**config.mk**
```make
export PLATFORM = sky130hd
export DESIGN_NAME = bus_start_watchdog
export DESIGN_NICKNAME = d
export VERILOG_FILES = /design/src/rtl/bus_start_watchdog.sv
export SDC_FILE = /design/constraint.sdc
export NUM_CORES = 1
export LEC_CHECK = 0
export BUFFER_PORTS_ARGS = -buffer_cell sky130_fd_sc_hd__buf_2
export CELL_PAD_IN_SITES_DETAIL_PLACEMENT = 0
export CELL_PAD_IN_SITES_GLOBAL_PLACEMENT = 2
export CORE_MARGIN = 4
export CORE_UTILIZATION = 40
export DETAILED_ROUTE_END_ITERATION = 16
export PLACE_DENSITY = 0.84
export SLEW_MARGIN = 20
export SYNTH_ARGS = -nofsm -noshare
export SYNTH_HDL_FRONTEND = slang
export SYNTH_SLANG_ARGS = --single-unit
```
**constraint.sdc**
```tcl
create_clock -name clk -period 6.6 [get_ports clk]
set_input_delay 0.33 -clock clk [delete_from_list [all_inputs] [get_ports clk]]
set_output_delay 0.33 -clock clk [all_outputs]
set_load 0.1 [all_outputs]
```
**src/rtl/bus_start_watchdog.sv**
```systemverilog
module bus_start_watchdog #(
  parameter int unsigned LIM0 = 25000,
  parameter int unsigned LIM1 = 100000,
  parameter int unsigned LIM2 = 400000
) (
  input  logic       clk,
  input  logic       rst_n,
  input  logic       scl_in,
  input  logic       sda_in,
  input  logic       wd_enable,
  input  logic       wp_pin,
  input  logic       cfg_we,
  input  logic [1:0] cfg_period,
  input  logic       cfg_guard,
  input  logic       sys_rst_hold,
  output logic [1:0] period_sel,
  output logic       guard_en,
  output logic       wd_bite
);
  localparam int unsigned MAXL = (LIM0 > LIM1) ? ((LIM0 > LIM2) ? LIM0 : LIM2)
                                               : ((LIM1 > LIM2) ? LIM1 : LIM2);
  localparam int CW = $clog2(MAXL + 1);

  typedef enum logic [1:0] {S_RUN, S_BITE, S_HOLD} st_t;

  logic [1:0]    scl_sy, sda_sy;
  logic          scl_d, sda_d;
  logic          start_seen, armed;
  logic [CW-1:0] cnt, lim;
  st_t           st;

  always_ff @(posedge clk or negedge rst_n) begin
    if (!rst_n) begin
      scl_sy <= 2'b11;
      sda_sy <= 2'b11;
      scl_d  <= 1'b1;
      sda_d  <= 1'b1;
    end else begin
      scl_sy <= {scl_sy[0], scl_in};
      sda_sy <= {sda_sy[0], sda_in};
      scl_d  <= scl_sy[1];
      sda_d  <= sda_sy[1];
    end
  end

  assign start_seen = scl_sy[1] & scl_d & sda_d & ~sda_sy[1];

  always_ff @(posedge clk or negedge rst_n) begin
    if (!rst_n) begin
      period_sel <= 2'b00;
      guard_en   <= 1'b0;
    end else if (cfg_we && !(wp_pin && guard_en)) begin
      period_sel <= cfg_period;
      guard_en   <= cfg_guard;
    end
  end

  always_comb begin
    case (period_sel)
      2'b00:   lim = CW'(LIM0);
      2'b01:   lim = CW'(LIM1);
      default: lim = CW'(LIM2);
    endcase
  end

  assign armed = wd_enable && (period_sel != 2'b11) && !sys_rst_hold;

  always_ff @(posedge clk or negedge rst_n) begin
    if (!rst_n) begin
      st  <= S_RUN;
      cnt <= '0;
    end else begin
      case (st)
        S_RUN: begin
          if (!armed || start_seen) begin
            cnt <= '0;
          end else if (cnt >= lim - CW'(1)) begin
            cnt <= '0;
            st  <= S_BITE;
          end else begin
            cnt <= cnt + CW'(1);
          end
        end
        S_BITE: begin
          cnt <= '0;
          if (sys_rst_hold) st <= S_HOLD;
        end
        default: begin
          cnt <= '0;
          if (!sys_rst_hold) st <= S_RUN;
        end
      endcase
    end
  end

  assign wd_bite = (st == S_BITE);
endmodule

```
==> metrics.md <==
| Metric | Value |
|---|---|
| Run status | complete, no violations |
| Largest family of logic cells by synthesized area | simple AND/OR/NAND/NOR gates |
| Cell variety after synth | 36 |
| Die area | ~5200 um^2 |
| Post-synth EDFFs | 0 |
| Worst path max stage delay | between 0.6 and 0.7 ns |
| I/O Buffers | 14 |
| Routed Wire Length | roughly 3500 um |
| Clock sink count | 30 |
| Synth cell count leaders | nor2_1 (25), dfrtp_1 (24), ha_1 (15) |
| Detailed Place HPWL | 2630 um |
| Max Slew Vio Count | 0 |
| Final ANT Viol Nets | 0 |
| Count of hold-fix buffers inserted at cts | 0 |
| CTS buffer count | 5 |
| Largest fanout on the critical path | 16 |
| Clock latency at the later pin of the worst-skew pair | around 0.28 ns |
| Post_cts resized | 0 |
| Synth warn | 0 |
| Seq/Total Area, Yosys | approximately 46% |
| Peak Freq | 370 MHz |
| Mux share of post-synthesis cell area | 0.684% |
| Synth-to-Final Area Change | 12.3% |
| Xor and xnor area share after synthesis | 9.05% |
| Crit-path cells | inv_1 -> ha_1 -> a2111oi_2 -> o21ai_1 -> a221o_1 -> nand4bb_1 -> nor2_1 |
| Die width | between 70 and 80 um |
| Compound-Gate Fraction of Synth Area | 8.59% |
| Mapped cell area | 1650 um^2 |
| Adder-Cell Fraction of Synth Area | ~11% |
| Max Clock Skew | 0.00713 ns |
| Final hold violation count | 0 |
| Fin cells | about 230 |
| Placed instance count | between 200 and 250 |
| GRT Util Overall | 15.2% |
| Clk Tree Root Cell | clkbuf_8 |
| Pre-Repair DR Iteration Count | 4 |
| Drt first-iter violations | roughly 80 |
| Metal2 WL | about 1700 um |
| Ys async rst share | 100% |
| Internal | 0.000292 W |
| Synth Instances | 162 |
| Nets | 206 |
| Register area | 758 um^2 |
| Slowest cell on crit path | nand4bb_1 |
| Critical Path AT | 2.90 ns |
| Worst Setup Start Kind | flip-flop |
| Sw Ratio | 28.6% |
| Pwr per Cell Area | 221 nW/um^2 |
| Critical Path RT | 6.79 ns |
| CTS max path bufs | 2 |
| Syn Nets | 188 |
| Seq pwr share | 47.9% |
| H-tree depth | 2 |
| CTS tree | done |
| Primary FF master, synth | dfrtp_1 |
| RePlAce Congestion | 0.899 |
| Worst hold path class | in -> async |
| Slew @ Worst Pin | 0.667 ns |
| Top cells by area, synth | dfrtp_1 (37%), ha_1 (11%), dfstp_2 (9.6%) |
| Max Used Layer | met4 |
| Grt total ovfl | 0 |
| Antenna violations before repair | 0 |
| Max_slew headroom | 55.3% |
| Clock network power share | between 30% and 40% |
| Fin crit period | 2.70 ns |
| Max-Cap Viols | 0 |
| Leak | 0.818 nW |
| Die height | 72.1 um |
| Routed vias | ~1,200 |
| Worst Path Buf+Inv | 1 |
| Setup-failing EPs final | 0 |
| Setup TNS | 0 ns |
| Multi-input logic area | 848 um^2 |
| #FFs+latches synth | 30 |
| Fin crit share | 41.0% |
| Switching pwr | 0.000117 W |
| Post-synthesis simple-gate area fraction | 21.8% |
| Share of the synthesized area in the top cell type | 36.5% |
| Initial core utilization | roughly 41% |
| Cell Area, Placed | 1760 um^2 |
| RR Startpoint | period_sel[1] |
| WL met3 | 97 um |
| Cell area after layout | 1850 um^2 |
| RSZ-0062 raised after global routing | no |
| First-pass GRT wire length | 5900 um |
| # Post-CTS Setup Buffers | 0 |
| Met1 WL | 1570 um |
| Layout cells sized above 1 | 16.0% |
| Clk slew on worst S/H paths | 0.06 ns |
| I/O Pins | 15 |
| Filler cells | a little under 400 |
| Post-route DRC violation count | 0 |
| CP startpoint | period_sel[1] |
| Peak VDD IR | 0.101 mV |
| Largest area contributor in the netlist | dfrtp_1 |
| Maximum number of pins on one net before global-route repair | 31 |
| Core Footprint | 4000 um^2 |
| Comb pwr share | 15.2% |
| Ant diodes | 0 |
| Vias in the first global route | 1,240 |
| Cell with the most instances after synthesis | nor2_1 |
| Crit path max-delay family | simple AND/OR/NAND/NOR gates |
| Drt wl/cell | 15.2 um |
| Via density | between 5 and 6 |
| Syn_area_per_cell | 10.2 um^2 |
| CP Class | reg -> reg |
| Num rows | 23 |
| Element type at the critical path end | flip-flop |
stage by stage:
step | worst slack, ns | utilization (%) | power (W) | hold slack, ns
floorplan | 3.71 | - | 0.000244 | 0.0344
global placement | 3.96 | 43.9 | 0.000260 | 0.349
detailed placement | 3.85 | 43.9 | 0.000261 | 0.348
CTS | 3.85 | 46.2 | 0.000415 | 0.0918
global route | 3.62 | 46.2 | 0.000434 | 0.134
finish | 3.90 | 46.2 | 0.000409 | 0.0768
power by group through the flow:
stage	Combinational, W	Sequential, W	Clock, W
after floorplan	0.0000276	0.000216	0
after global placement	0.0000613	0.000198	0
after detailed placement	0.0000623	0.000199	0
after CTS	0.0000627	0.000196	0.000157
after global routing	0.0000685	0.000197	0.000169
final	0.0000620	0.000196	0.000151
per-layer routing:
metal,track usage (%),vias up
li1,-,611
met1,19.4,595
met2,23.7,19
met3,3.05,12
met4,8.98,0
met5,0,-
final cells by class:
class / instances / share of cell area, %
sequential: 30 / 41.0
timing repair buffer: 14 / 3.79
clock buffer: 8 / 4.87
multi-input combinational: 124 / 45.9
inverter: 5 / 1.02
tap: 50 / 3.39
sequential cells by signal, summed over array words and instances (netlist names):
register,count
scl_d,1
sda_sy,2
guard_en,1
st,2
scl_sy,2
cnt,19
period_sel,2
sda_d,1
final timing paths:
check,to,slack [ns],cells past startpoint
worst max-delay path,cnt[18],3.90,7
worst min-delay path,guard_en,0.08,1
worst max register to register,cnt[18],3.90,7
worst min register to register,sda_sy[1],0.35,0
max in group asynchronous,st[0],6.10,1
min in group clk,scl_sy[0],0.15,1
cell usage in the layout, fill, tap and decap left out, types with 2 or more instances in the layout:
cell type | Yosys | layout
a21oi_1 | 7 | 7
and3_1 | 4 | 4
buf_2 | 1 | 14
clkbuf_1 | 1 | 2
clkbuf_8 | 0 | 6
dfrtp_1 | 24 | 24
dfstp_2 | 6 | 6
ha_1 | 15 | 15
inv_1 | 5 | 5
nand2_1 | 11 | 11
nand3_1 | 9 | 9
nand4_1 | 6 | 6
nor2_1 | 25 | 25
nor3_1 | 3 | 3
nor3b_1 | 3 | 3
nor4_1 | 4 | 4
o21a_1 | 2 | 2
o21ai_0 | 2 | 2
xnor2_1 | 7 | 7
xor2_1 | 10 | 10
kinds of logic (layout without fill, tap and decap cells):
logic type               count (synthesis)  in the layout
flip-flops                              30             30
adder cells (fa/ha/maj)                 15             15
XOR/XNOR                                17             17
AO/OA/AOI/OAI                           20             20
buffers and inverters                    8             27
AND/OR/NAND/NOR                         71             71
multiplexers                             1              1
Power figures use the tool's default switching activity.
